## config.mk

```make
export PLATFORM = sky130hd
export DESIGN_NAME = radio_pwrseq
export DESIGN_NICKNAME = d
export VERILOG_FILES = /design/src/rtl/pwrseq_pkg.sv /design/src/rtl/pwrseq_edge_sync.sv /design/src/rtl/pwrseq_ms_timer.sv /design/src/rtl/pwrseq_fsm.sv /design/src/rtl/radio_pwrseq.sv
export SDC_FILE = /design/constraint.sdc
export NUM_CORES = 1
export LEC_CHECK = 0
export BUFFER_PORTS_ARGS = -buffer_cell sky130_fd_sc_hd__buf_2
export CAP_MARGIN = 20
export CORE_MARGIN = 5
export CORE_UTILIZATION = 45
export DETAILED_ROUTE_END_ITERATION = 10
export GPL_TIMING_DRIVEN = 0
export HOLD_SLACK_MARGIN = 0.06
export PLACE_DENSITY = 0.78
export REMOVE_ABC_BUFFERS = 1
export SLEW_MARGIN = 20
export SYNTH_ARGS = -nofsm -noshare
export SYNTH_HDL_FRONTEND = slang
export SYNTH_SLANG_ARGS = --single-unit
```

## constraint.sdc

```tcl
create_clock -name clk -period 3.1 [get_ports clk]
set_input_delay 0.465 -clock clk [delete_from_list [all_inputs] [get_ports clk]]
set_output_delay 0.465 -clock clk [all_outputs]
set_load 0.01 [all_outputs]
```

## src/rtl/pwrseq_pkg.sv

```systemverilog
package pwrseq_pkg;

    typedef enum logic [3:0] {
        S_IDLE,
        S_QUAL,
        S_RSTHOLD,
        S_REL,
        S_ACCWAIT,
        S_WAKE,
        S_WAITRDY,
        S_FW,
        S_CLRWAKE,
        S_RUN,
        S_ERR,
        S_DNHOLD,
        S_OFF
    } seq_state_e;

endpackage

```

## src/rtl/pwrseq_edge_sync.sv

```systemverilog
module pwrseq_edge_sync #(
    parameter int SYNC_STAGES = 2
) (
    input  logic clk,
    input  logic rst_n,
    input  logic async_in,
    output logic rise
);
    localparam int SH_W = SYNC_STAGES + 1;

    logic [SH_W-1:0] sh_d, sh_q;

    always_comb begin
        sh_d = {sh_q[SH_W-2:0], async_in};
    end

    always_ff @(posedge clk or negedge rst_n) begin
        if (!rst_n) sh_q <= '0;
        else        sh_q <= sh_d;
    end

    // sh_q[SYNC_STAGES-1] is the synchronised level, sh_q[SYNC_STAGES] its delayed copy
    assign rise = sh_q[SYNC_STAGES-1] & ~sh_q[SYNC_STAGES];

endmodule

```

## src/rtl/pwrseq_ms_timer.sv

```systemverilog
module pwrseq_ms_timer #(
    parameter int CLK_HZ = 50_000_000,
    parameter int MS_W   = 16
) (
    input  logic            clk,
    input  logic            rst_n,
    input  logic            start,
    input  logic [MS_W-1:0] ms_len,
    output logic            done
);
    localparam int TICKS = (CLK_HZ / 1000 > 0) ? CLK_HZ / 1000 : 1;
    localparam int PRE_W = (TICKS > 1) ? $clog2(TICKS) : 1;

    typedef struct packed {
        logic            run;
        logic [MS_W-1:0] left;
        logic [PRE_W-1:0] pre;
    } tmr_t;

    tmr_t tmr_d, tmr_q;

    always_comb begin
        tmr_d = tmr_q;
        if (start) begin
            tmr_d.run  = 1'b1;
            tmr_d.left = ms_len;
            tmr_d.pre  = '0;
        end else if (tmr_q.run && tmr_q.left != '0) begin
            if (tmr_q.pre == PRE_W'(TICKS - 1)) begin
                tmr_d.pre  = '0;
                tmr_d.left = tmr_q.left - MS_W'(1);
            end else begin
                tmr_d.pre  = tmr_q.pre + PRE_W'(1);
            end
        end
    end

    always_ff @(posedge clk or negedge rst_n) begin
        if (!rst_n) tmr_q <= '0;
        else        tmr_q <= tmr_d;
    end

    assign done = tmr_q.run && (tmr_q.left == '0);

endmodule

```

## src/rtl/pwrseq_fsm.sv

```systemverilog
module pwrseq_fsm
    import pwrseq_pkg::*;
#(
    parameter int              STABLE_EDGES   = 4,
    parameter int              RST_SLOW_CYC   = 2,
    parameter int              ACCESS_WAIT_MS = 30,
    parameter int              MS_W           = 16,
    parameter int              ADDR_W         = 8,
    parameter int              DATA_W         = 32,
    parameter logic [ADDR_W-1:0] WAKE_ADDR    = 'h1C,
    parameter int              WAKE_BIT       = 0
) (
    input  logic              clk,
    input  logic              rst_n,
    input  logic              slow_rise,
    input  logic              io_good,
    input  logic              pwr_up_req,
    input  logic              pwr_dn_req,
    input  logic [MS_W-1:0]   timeout_ms,
    input  logic              tmr_done,
    input  logic              wr_ack,
    input  logic              mod_ready,
    input  logic              mod_irq,
    input  logic              fw_done,
    output logic              tmr_start,
    output logic [MS_W-1:0]   tmr_len,
    output logic              mod_rst_n,
    output logic              mod_pwr_en,
    output logic              supply_off,
    output logic              wr_req,
    output logic [ADDR_W-1:0] wr_addr,
    output logic [DATA_W-1:0] wr_data,
    output logic              fw_go,
    output logic              seq_err
);
    localparam int CNT_MAX = (STABLE_EDGES > RST_SLOW_CYC + 1) ? STABLE_EDGES : RST_SLOW_CYC + 1;
    localparam int CNT_W   = $clog2(CNT_MAX + 1);

    typedef struct packed {
        seq_state_e       st;
        logic [CNT_W-1:0] cnt;
        logic             pwr;
    } seq_t;

    seq_t s_d, s_q;

    always_comb begin
        s_d = s_q;
        unique case (s_q.st)
            S_IDLE, S_OFF: begin
                if (pwr_up_req) begin
                    s_d.st  = S_QUAL;
                    s_d.cnt = '0;
                end
            end
            S_QUAL: begin
                if (!io_good) begin
                    s_d.cnt = '0;
                end else if (slow_rise) begin
                    if (s_q.cnt == CNT_W'(STABLE_EDGES - 1)) begin
                        s_d.st  = S_RSTHOLD;
                        s_d.cnt = '0;
                    end else begin
                        s_d.cnt = s_q.cnt + CNT_W'(1);
                    end
                end
            end
            S_RSTHOLD: begin
                if (!io_good) begin
                    s_d.st  = S_QUAL;
                    s_d.cnt = '0;
                end else if (slow_rise) begin
                    if (s_q.cnt == CNT_W'(RST_SLOW_CYC)) s_d.st = S_REL;
                    else                                 s_d.cnt = s_q.cnt + CNT_W'(1);
                end
            end
            S_REL: begin
                s_d.st  = S_ACCWAIT;
                s_d.pwr = 1'b1;
            end
            S_ACCWAIT: if (tmr_done) s_d.st = S_WAKE;
            S_WAKE:    if (wr_ack)   s_d.st = S_WAITRDY;
            S_WAITRDY: begin
                if (mod_ready && mod_irq) s_d.st = S_FW;
                else if (tmr_done)        s_d.st = S_ERR;
            end
            S_FW:      if (fw_done)  s_d.st = S_CLRWAKE;
            S_CLRWAKE: if (wr_ack)   s_d.st = S_RUN;
            S_RUN, S_ERR: s_d.st = s_q.st;
            S_DNHOLD: begin
                if (slow_rise) begin
                    if (s_q.cnt == CNT_W'(RST_SLOW_CYC)) begin
                        s_d.st  = S_OFF;
                        s_d.pwr = 1'b0;
                    end else begin
                        s_d.cnt = s_q.cnt + CNT_W'(1);
                    end
                end
            end
            default: s_d.st = S_IDLE;
        endcase

        // power-down takes priority over every active state
        if (pwr_dn_req && !(s_q.st inside {S_IDLE, S_OFF, S_DNHOLD})) begin
            s_d.st  = S_DNHOLD;
            s_d.cnt = '0;
        end
    end

    always_ff @(posedge clk or negedge rst_n) begin
        if (!rst_n) s_q <= '{st: S_IDLE, cnt: '0, pwr: 1'b0};
        else        s_q <= s_d;
    end

    always_comb begin
        mod_rst_n  = s_q.st inside {S_REL, S_ACCWAIT, S_WAKE, S_WAITRDY, S_FW, S_CLRWAKE, S_RUN};
        mod_pwr_en = s_q.pwr;
        supply_off = (s_q.st == S_OFF);
        wr_req     = (s_q.st == S_WAKE) || (s_q.st == S_CLRWAKE);
        wr_addr    = WAKE_ADDR;
        wr_data    = (s_q.st == S_WAKE) ? (DATA_W'(1) << WAKE_BIT) : '0;
        fw_go      = (s_q.st == S_FW);
        seq_err    = (s_q.st == S_ERR);
        tmr_start  = (s_q.st == S_REL) || (s_q.st == S_WAKE && wr_ack);
        tmr_len    = (s_q.st == S_REL) ? MS_W'(ACCESS_WAIT_MS) : timeout_ms;
    end

endmodule

```

## src/rtl/radio_pwrseq.sv

```systemverilog
module radio_pwrseq #(
    parameter int              CLK_HZ         = 50_000_000,
    parameter int              STABLE_EDGES   = 4,
    parameter int              RST_SLOW_CYC   = 2,
    parameter int              ACCESS_WAIT_MS = 30,
    parameter int              MS_W           = 16,
    parameter int              ADDR_W         = 8,
    parameter int              DATA_W         = 32,
    parameter logic [ADDR_W-1:0] WAKE_ADDR    = 'h1C,
    parameter int              WAKE_BIT       = 0
) (
    input  logic              clk,
    input  logic              rst_n,
    input  logic              io_good,
    input  logic              slow_clk,
    input  logic              pwr_up_req,
    input  logic              pwr_dn_req,
    input  logic [MS_W-1:0]   timeout_ms,
    output logic              mod_rst_n,
    output logic              mod_pwr_en,
    output logic              supply_off,
    output logic              wr_req,
    output logic [ADDR_W-1:0] wr_addr,
    output logic [DATA_W-1:0] wr_data,
    input  logic              wr_ack,
    input  logic              mod_ready,
    input  logic              mod_irq,
    output logic              fw_go,
    input  logic              fw_done,
    output logic              seq_err
);
    logic            slow_rise;
    logic            tmr_start;
    logic            tmr_done;
    logic [MS_W-1:0] tmr_len;

    pwrseq_edge_sync #(.SYNC_STAGES(2)) u_sync (
        .clk      (clk),
        .rst_n    (rst_n),
        .async_in (slow_clk),
        .rise     (slow_rise)
    );

    pwrseq_ms_timer #(.CLK_HZ(CLK_HZ), .MS_W(MS_W)) u_tmr (
        .clk    (clk),
        .rst_n  (rst_n),
        .start  (tmr_start),
        .ms_len (tmr_len),
        .done   (tmr_done)
    );

    pwrseq_fsm #(
        .STABLE_EDGES   (STABLE_EDGES),
        .RST_SLOW_CYC   (RST_SLOW_CYC),
        .ACCESS_WAIT_MS (ACCESS_WAIT_MS),
        .MS_W           (MS_W),
        .ADDR_W         (ADDR_W),
        .DATA_W         (DATA_W),
        .WAKE_ADDR      (WAKE_ADDR),
        .WAKE_BIT       (WAKE_BIT)
    ) u_fsm (
        .clk        (clk),
        .rst_n      (rst_n),
        .slow_rise  (slow_rise),
        .io_good    (io_good),
        .pwr_up_req (pwr_up_req),
        .pwr_dn_req (pwr_dn_req),
        .timeout_ms (timeout_ms),
        .tmr_done   (tmr_done),
        .wr_ack     (wr_ack),
        .mod_ready  (mod_ready),
        .mod_irq    (mod_irq),
        .fw_done    (fw_done),
        .tmr_start  (tmr_start),
        .tmr_len    (tmr_len),
        .mod_rst_n  (mod_rst_n),
        .mod_pwr_en (mod_pwr_en),
        .supply_off (supply_off),
        .wr_req     (wr_req),
        .wr_addr    (wr_addr),
        .wr_data    (wr_data),
        .fw_go      (fw_go),
        .seq_err    (seq_err)
    );

endmodule

```

Word-level counts from Yosys, hierarchy flattened
Index checks and enable logic that the tools add are counted.

Shift-type cells: 0. Reduce and logical (&&, ||, !) cells: 23. Bitwise gates (word level): 2. Add/subtract/negate cells: 3. Divide/modulo/power cells: 0. Magnitude comparators: 0. Multiply operators: 0. Equal/unequal tests: 32. Multiplexer cells: 29.

Operators by type and width (number): 32-bit two-way mux (2); 16-bit two-way mux (3); 4-bit one-hot mux with 11 select lines (1); 4-bit two-way mux (10); 7-bit two-way mux (5); 3-bit by 2-bit inequality test with 1-bit output (second input constant) (7); 4-bit equality test (second input constant) (5); 16-bit by 1-bit adder with 16-bit output (second input constant) (1); 16-bit equality test (second input constant) (1); 4-bit by 3-bit equality test with 1-bit output (second input constant) (4); 16-bit logical NOT (1); 16-bit nonzero test (1); 16-bit by 1-bit subtractor with 16-bit output (second input constant) (1); 14-bit AND reduction (1); 3-bit one-hot mux with 4 select lines (1); 3-bit two-way mux (3); 4-bit by 2-bit equality test with 1-bit output (second input constant) (2); 8-bit two-way mux (1); 4-bit by 2-bit inequality test with 1-bit output (second input constant) (2); 4-bit by 3-bit inequality test with 1-bit output (second input constant) (2); 7-bit nonzero test (1); 3-bit by 2-bit equality test with 1-bit output (second input constant) (2); 3-bit by 1-bit inequality test with 1-bit output (second input constant) (2); 2-bit nonzero test (3); other kinds (19) (27).

Bits in registers: 44. Word-level logic and storage cells: 96. Memory bits (read-only): 0. Bits in latches: 0. Bits in writable memories: 0. Memories kept: 0. Bits of input ports: 26.

Longest topological paths before layout
Gate-level depths: netlist (run 1).

Depth in word-level cells: 6. Gate-level depth with buffers: 9. Gate-level depth less buffers: 7.

Cells and area by module
Synthesis (run 1) repeated with hierarchy kept, for this count alone.

Cell total of the unflattened synthesis: 417. Area, all modules: 3460.8 µm².

Modules (own cells, without submodules): pwrseq_ms_timer (cells an instance 235, seq. area each 825.8 µm², times used 1, area an instance 2013.2 µm²); pwrseq_fsm (cells an instance 178, seq. area each 200.2 µm², times used 1, area an instance 1358.8 µm²); pwrseq_edge_sync (cells an instance 4, seq. area each 75.1 µm², times used 1, area an instance 88.8 µm²).

Worst setup path after synthesis (run 1)
No wires, ideal clock.

Path kind: reg-to-reg. From: reg u_fsm.s_q[4] (netlist bit). To: reg u_fsm.s_q[1] (netlist bit). Cell stages (with the launch flop): 8. Buffers on the path: 2. Setup slack: 1.114 ns. Arrival time: 1.858 ns. Library setup time: 0.128 ns. Clock period less this slack: 1.986 ns. Cells stage by stage: dfrtp_1 > buf_2 > buf_2 > nor3b_1 > o21ai_1 > a2111oi_2 > o32ai_2 > mux2_1.

Longest elaborated chain between the ends: 6. Elaborated cells on any way between the ends: 17.

RTL lines: start, declared (RTL line pwrseq_fsm.sv:45) `seq_t s_d, s_q;`; start signal, assigned (RTL line pwrseq_fsm.sv:111) `if (!rst_n) s_q <= '{st: S_IDLE, cnt: '0, pwr: 1'b0};`; 4-bit equality test or 4-bit logical NOT (tied branches) (RTL line pwrseq_fsm.sv:49, pwrseq_fsm.sv:104); 3-bit nonzero test (RTL line pwrseq_fsm.sv:104) `if (pwr_dn_req && !(s_q.st inside {S_IDLE, S_OFF, S_DNHOLD})) begin`; 1-bit logical NOT (RTL line pwrseq_fsm.sv:104); 1-bit logical AND (RTL line pwrseq_fsm.sv:104); 4-bit by 3-bit inequality test with 1-bit output (no line) (tied with other cells); 5-bit AND reduction (no line).

Several ways; a longest one is shown, not always the timed one. A chain may end at the register's enable or synchronous reset.

Final worst setup path (run 1)
From: reg u_fsm.s_q[6] (netlist bit). To: reg u_tmr.tmr_q[26] (netlist bit).

Longest elaborated chain between the ends: 5. Elaborated cells on any way between the ends: 9.

RTL lines: 4-bit by 3-bit equality test with 1-bit output (RTL line pwrseq_fsm.sv:124) `tmr_start = (s_q.st == S_REL) || (s_q.st == S_WAKE && wr_ack);`; 1-bit logical AND (RTL line pwrseq_fsm.sv:124); 1-bit logical OR (RTL line pwrseq_fsm.sv:124); 2-bit nonzero test (no line); 2-bit AND reduction (no line); end signal, assigned (RTL line pwrseq_ms_timer.sv:40) `else tmr_q <= tmr_d;`; end, declared (RTL line pwrseq_ms_timer.sv:20) `tmr_t tmr_d, tmr_q;`.

Several ways; a longest one is shown, not always the timed one.

==> flow_metrics.env, run 1 <==
export IMPL_status="finished, final reports clean"
export IMPL_drc_errors=0
export IMPL_synth_seq_cells=44
export IMPL_p_sw_w=0.000949
export IMPL_htreeDepth=2
export IMPL_p_leak_nw=1.50
export IMPL_io_pins=72
export IMPL_ys_top_cells_by_count="dfrtp_1 (44), buf_4 (39), nand2_1 (24)"
export IMPL_cts_buffers=5
export IMPL_drive_gt1_share_pct=12.7
export IMPL_synth_xor_area_share_pct=0.265
export IMPL_grt_pass1_wl_um=12600
export IMPL_pwr_share_comb_pct=41.3
export IMPL_rr_worst_depth=5
export IMPL_finalSetupTns_ns=0
export IMPL_grt_overflow_total=0
export IMPL_wire_per_inst_um=15.0
export IMPL_dpl_hpwl_um=5480
export IMPL_die_w_um=95.7
export IMPL_synth_edf_count=0
export IMPL_clockBufferDepth=2
export IMPL_antennaDiodeCount=0
export IMPL_antenna_found_initial=0
export IMPL_synthFlopType="dfrtp_1"
export IMPL_p_per_area_nw_per_um2=669
export IMPL_synth_area_leader_cell="dfrtp_1"
export IMPL_drt_total_wl_um=7610
export IMPL_maxCapViolations=0
export IMPL_syn_area_um2=3310
export IMPL_max_slew_worst_pin_slew_ns=1.04
export IMPL_fin_crit_sh_pct=91.5
export IMPL_cts_tree="yes"
export IMPL_die_y_um=95.7
export IMPL_rrSetupSlack_ns=0.26
export IMPL_start_util_pct=45.9
export IMPL_synthMuxAreaShare_pct=1.89
export IMPL_pwr_share_seq_pct=38.3
export IMPL_path_class="register to register"
export IMPL_ant_nets=0
export IMPL_rows=31
export IMPL_min_path_type="primary input to async pin"
export IMPL_grt_max_degree=45
export IMPL_synthTopCellsByArea="dfrtp_1 (33%), buf_4 (8.9%), a22o_1 (3.2%)"
export IMPL_synth_fa_ha_area_share_pct=2.65
export IMPL_synth_compound_area_share_pct=24.5
export IMPL_grt_total_usage_pct=17.0
export IMPL_crit_fanout=27
export IMPL_whs_ns=0.150
export IMPL_synth_warnings=0
export IMPL_r2r_start="u_fsm.s_q[6]"
export IMPL_avgSynthCellArea_um2=8.44
export IMPL_fmax_ghz=0.353
export IMPL_cts_sinks=44
export IMPL_critical_path_required_ns=3.29
export IMPL_cts_root_buffer="clkbuf_8"
export IMPL_r2r_end="u_tmr.tmr_q[26]"
export IMPL_place_congestion=0.857
export IMPL_hold_buffers=0
export IMPL_pwr_share_clk_pct=20.4
export IMPL_yosysSeqAreaShare_pct=33.3
export IMPL_syn_inst=392
export IMPL_dieArea_um2=9170
export IMPL_path_clk_slew_ns=0.08
export IMPL_dr_first_iter_drc_count=217
export IMPL_synth_top_family_by_area="compound AO/OA/AOI/OAI gates"
export IMPL_via_count=2964
export IMPL_ir_drop_uv=340
export IMPL_grt_pass1_vias=2704
export IMPL_relSlewSlack_pct=30.9
export IMPL_yosysTopAreaCellShare_pct=33.3
export IMPL_period_minus_slack_ns=2.84
export IMPL_p_sw_share_pct=40.5
export IMPL_skew_ns=0.00642
export IMPL_critPathCaptureType="register"
export IMPL_cp_start_kind="register"
export IMPL_async_reset_ff_share_pct=100
export IMPL_synthSimpleGateAreaFrac_pct=24.1
export IMPL_routed_via_density=5.83
export IMPL_area_growth_syn_to_layout_pct=5.82
export IMPL_fp_coreArea_um2=7210
export IMPL_finalSetupViolCount=0
export IMPL_layout_nets=441
export IMPL_firstDrtPassIters=5
export IMPL_intPower_w=0.00139
export IMPL_report_final_slew_viol_count=0
export IMPL_portBuffers=32
export IMPL_yosysMostFrequentCell="dfrtp_1"
export IMPL_clk_latency_ns=0.30
export IMPL_hold_violations=0
export IMPL_rsz0062_at_grt="no"
export IMPL_critPathArrivalTime_ns=3.02
export IMPL_synth_cell_type_count=70
==> flip-flops by register name, summed over array words and instances, names as in the netlist <==
name	flops
u_sync.sh_q	3
u_tmr.tmr_q	33
u_fsm.s_q	7
u_fsm.mod_pwr_en	1
==> area by class of cell <==
type,instances,area [µm²]
Clock buffer,7,96.3
Clock inverter,1,30.0
Fill cell,686,3710
Inverter,13,48.8
Multi-Input combinational cell,311,1930
Sequential cell,44,1100
Tap cell,99,124
Timing Repair Buffer,33,174
==> metrics by stage <==
stage / utilization, % / instances / power [W] / worst slack (ns) / instance area (µm²)
detailed placement: 46.6 / 500 / 0.00186 / -0.107 / 3360
CTS: 48.5 / 508 / 0.00235 / 0.0385 / 3500
floorplan: - / 368 / 0.00159 / 0.569 / 3060
global route: 48.5 / 508 / 0.00253 / 0.0466 / 3500
global placement: 46.4 / 499 / 0.00182 / -0.0836 / 3340
finish: 48.5 / 508 / 0.00234 / 0.263 / 3500
==> cell usage in the layout, fill, tap and decap left out, drive strengths merged, types with 12 or more instances in the layout <==
| master | instances |
|---|---|
| dfrtp | 44 |
| conb | 39 |
| buf | 33 |
| o21ai | 28 |
| nand2 | 24 |
| nor2 | 24 |
| nor3 | 18 |
| a21oi | 17 |
| nand3 | 16 |
| inv | 13 |
| a22o | 12 |
==> critical path: stages, from the launching register on <==
cell      delay, ns
dfrtp_1        0.83
nand2b_1       0.34
a21oi_4        0.23
a21oi_1        0.85
nor2_2         0.21
a22o_1         0.26
==> power by group through the flow <==
stage | registers, W | logic [W] | clock network (W)
final | 0.000898 | 0.000966 | 0.000479
after global routing | 0.000932 | 0.00108 | 0.000515
after CTS | 0.000892 | 0.000963 | 0.000493
after detailed placement | 0.000904 | 0.000953 | 0
after global placement | 0.000897 | 0.000920 | 0
after floorplan | 0.000854 | 0.000739 | 0
==> how the worst max path moves through the flow <==
| stage | slack [ns] | to | startpoint | depth (start not counted) |
|---|---|---|---|---|
| 3_5_place_dp | -0.11 | u_tmr.tmr_q[10] | u_fsm.s_q[6] | 5 |
| 5_1_grt | 0.05 | u_tmr.tmr_q[10] | u_fsm.s_q[6] | 5 |
| 6_report | 0.26 | u_tmr.tmr_q[26] | u_fsm.s_q[6] | 5 |
| 3_3_place_gp | -0.08 | u_tmr.tmr_q[16] | u_fsm.s_q[5] | 5 |
| 4_1_cts | 0.04 | u_tmr.tmr_q[10] | u_fsm.s_q[6] | 5 |
| 2_1_floorplan | 0.57 | u_tmr.tmr_q[26] | u_tmr.tmr_q[12] | 5 |
==> per-layer routing <==
layer	GRT usage [%]	vias to the layer above	share of wire (%)
met1	22.7	1422	44
li1	-	1420	-
met3	2.74	9	6.3
met5	0	-	0
met4	4.98	0	1.3
met2	28.4	113	49
==> logic make-up after synthesis <==
kind of cell / count (synthesis)
AOI/OAI and AO/OA: 115
xor gates and xnor gates: 1
adders and majority gates: 7
buffers and inverters: 74
DFF: 44
muxes: 6
other: 2
and+or+nand+nor: 143
==> what timing repair did <==
item,CTS,global route
setup buffers,0,0
gates resized for setup,1,1
endpoints found under the hold margin,0,0
endpoints found under the setup margin,13,5
No activity file was read; power rests on OpenSTA's default activity.
==> run 2, diff against run 1 <==
ABC_CLOCK_PERIOD_IN_PS = 3100   (was default)
CORE_UTILIZATION = 36   (was 45)
PLACE_DENSITY = 0.67   (was 0.78)
==> flow_metrics.env, run 2 (synthesis results as in run 1) <==
export IMPL_grt_max_degree=45
export IMPL_path_class="register to register"
export IMPL_fill_cells=921
export IMPL_final_common_cell="dfrtp_1"
export IMPL_grt_total_usage_pct=13.6
export IMPL_critical_path_max_stage_delay_ns=0.84
export IMPL_report_final_slew_viol_count=0
export IMPL_whs_ns=0.154
export IMPL_dr_first_iter_drc_count=182
export IMPL_dieArea_um2=11200
export IMPL_post_place_ws_ns=0.0999
export IMPL_rr_worst_depth=5
export IMPL_path_clk_slew_ns=0.08
export IMPL_antenna_found_initial=0
export IMPL_p_sw_share_pct=40.6
export IMPL_portBuffers=32
export IMPL_dpl_hpwl_um=5490
export IMPL_max_slew_worst_pin_slew_ns=1.01
export IMPL_setup_ws_ns=0.290
export IMPL_critical_path_top_delay_family="compound AO/OA/AOI/OAI gates"
export IMPL_worst_path_max_delay_cell="a21oi_1"
export IMPL_layout_common_cells="dfrtp_1 (44), conb_1 (39), buf_2 (31)"
export IMPL_pwr_share_seq_pct=38.5
export IMPL_via_count=2949
export IMPL_intPower_w=0.00139
export IMPL_layout_nets=441
export IMPL_r2r_end="u_tmr.tmr_q[29]"
export IMPL_crit_chain="nand2b_1, a21oi_4, a21oi_1, nor2_2, a22o_1"
export IMPL_grt_pass1_vias=2752
export IMPL_critPathBufInv=0
export IMPL_critPathLaunch="u_fsm.s_q[6]"
export IMPL_ant_nets=0
export IMPL_r2r_start="u_fsm.s_q[6]"
export IMPL_crit_fanout=27
export IMPL_rsz0062_at_grt="no"
export IMPL_area_growth_syn_to_layout_pct=6.28
export IMPL_antennaDiodeCount=0
export IMPL_cts_root_buffer="clkbuf_8"
export IMPL_htreeDepth=2
export IMPL_p_per_area_nw_per_um2=667
export IMPL_status="finished, final reports clean"
export IMPL_ir_drop_uv=317
export IMPL_place_congestion=0.887
export IMPL_io_pins=72
export IMPL_fmax_ghz=0.356
export IMPL_clockBufferDepth=2
export IMPL_routed_via_density=5.67
export IMPL_rrSetupSlack_ns=0.29
export IMPL_hold_violations=0
export IMPL_drive_gt1_share_pct=12.7
export IMPL_finalSetupTns_ns=0
export IMPL_hold_buffers=0
export IMPL_fin_crit_sh_pct=90.7
export IMPL_cts_buffers=5
export IMPL_drc_errors=0
export IMPL_grt_overflow_total=0
export IMPL_cts_sinks=44
export IMPL_firstDrtPassIters=5
export IMPL_cts_tree="yes"
export IMPL_die_w_um=106
export IMPL_pwr_share_comb_pct=41.2
export IMPL_largest_register="u_tmr.tmr_q"
export IMPL_largest_reg_flops=33
export IMPL_fp_coreArea_um2=9110
export IMPL_rows=35
export IMPL_wire_per_inst_um=14.8
export IMPL_critPathArrivalTime_ns=3.00
export IMPL_drt_total_wl_um=7720
export IMPL_min_path_type="primary input to async pin"
export IMPL_cp_start_kind="register"
export IMPL_p_leak_nw=1.50
export IMPL_die_y_um=106
export IMPL_relSlewSlack_pct=32.8
export IMPL_p_sw_w=0.000951
export IMPL_start_util_pct=36.3
export IMPL_pwr_share_clk_pct=20.4
export IMPL_skew_ns=0.00736
export IMPL_critPathCaptureType="register"
export IMPL_grt_pass1_wl_um=13000
export IMPL_largestRegisters="u_tmr.tmr_q: 33 flops, u_fsm.s_q: 7 flops, u_sync.sh_q: 3 flops"
export IMPL_critical_path_required_ns=3.29
export IMPL_period_minus_slack_ns=2.81
export IMPL_maxCapViolations=0
export IMPL_clk_latency_ns=0.29
export IMPL_finalSetupViolCount=0
run 2: routing by layer:
layer  wire, µm  up-vias  share of wire (%)  GRT usage, %
li1           -     1414                  -             -
met1       3550     1391                 46          19.4
met3        502       12                6.5          2.20
met4         87        0                1.1          3.70
met2       3580      132                 46          21.3
met5          0        -                  0             0
run 2: timing repair:
| action | CTS | global route |
|---|---|---|
| endpoints found under the setup margin | 0 | 5 |
| resized for setup | 0 | 1 |
| setup buffers | 0 | 0 |
run 2: cell type report:
class	instances	area, µm²	area share [%]
Multi-Input combinational cell	311	1930	54.8
Sequential cell	44	1100	31.3
Timing Repair Buffer	33	174	4.95
Tap cell	111	139	3.95
Clock buffer	7	96.3	2.74
Inverter	13	48.8	1.39
Clock inverter	1	30.0	0.854
run 2: worst max-delay path by stage:
stage | slack, ns | cells after the start | endpoint
6_report | 0.29 | 5 | u_tmr.tmr_q[29]
5_1_grt | 0.1 | 5 | u_tmr.tmr_q[19]
4_1_cts | 0.07 | 5 | u_tmr.tmr_q[10]
3_5_place_dp | 0.1 | 5 | u_tmr.tmr_q[10]
3_3_place_gp | -0.15 | 5 | u_tmr.tmr_q[16]
2_1_floorplan | 0.57 | 5 | u_tmr.tmr_q[26]
run 2: worst reg2reg max path: cells and delay by family (launching register included):
kind,cells,cell delay (ns)
AOI/OAI and AO/OA,3,1.34
DFF,1,0.82
and+or+nand+nor,2,0.54
run 2: per-stage QoR:
stage / total power [W] / utilization [%] / cells / cell area, µm²
2_1_floorplan: 0.00159 / - / 368 / 3060
3_3_place_gp: 0.00183 / 36.9 / 511 / 3360
3_5_place_dp: 0.00186 / 37.2 / 512 / 3380
4_1_cts: 0.00235 / 38.5 / 520 / 3510
5_1_grt: 0.00253 / 38.6 / 520 / 3520
6_report: 0.00234 / 38.6 / 520 / 3520
run 2: power groups by stage:
stage	clock, W	combinational (W)	sequential, W
after floorplan	0	0.000739	0.000854
after global placement	0	0.000926	0.000901
after detailed placement	0	0.000956	0.000905
after CTS	0.000492	0.000959	0.000895
after global routing	0.000518	0.00108	0.000931
final	0.000477	0.000964	0.000902
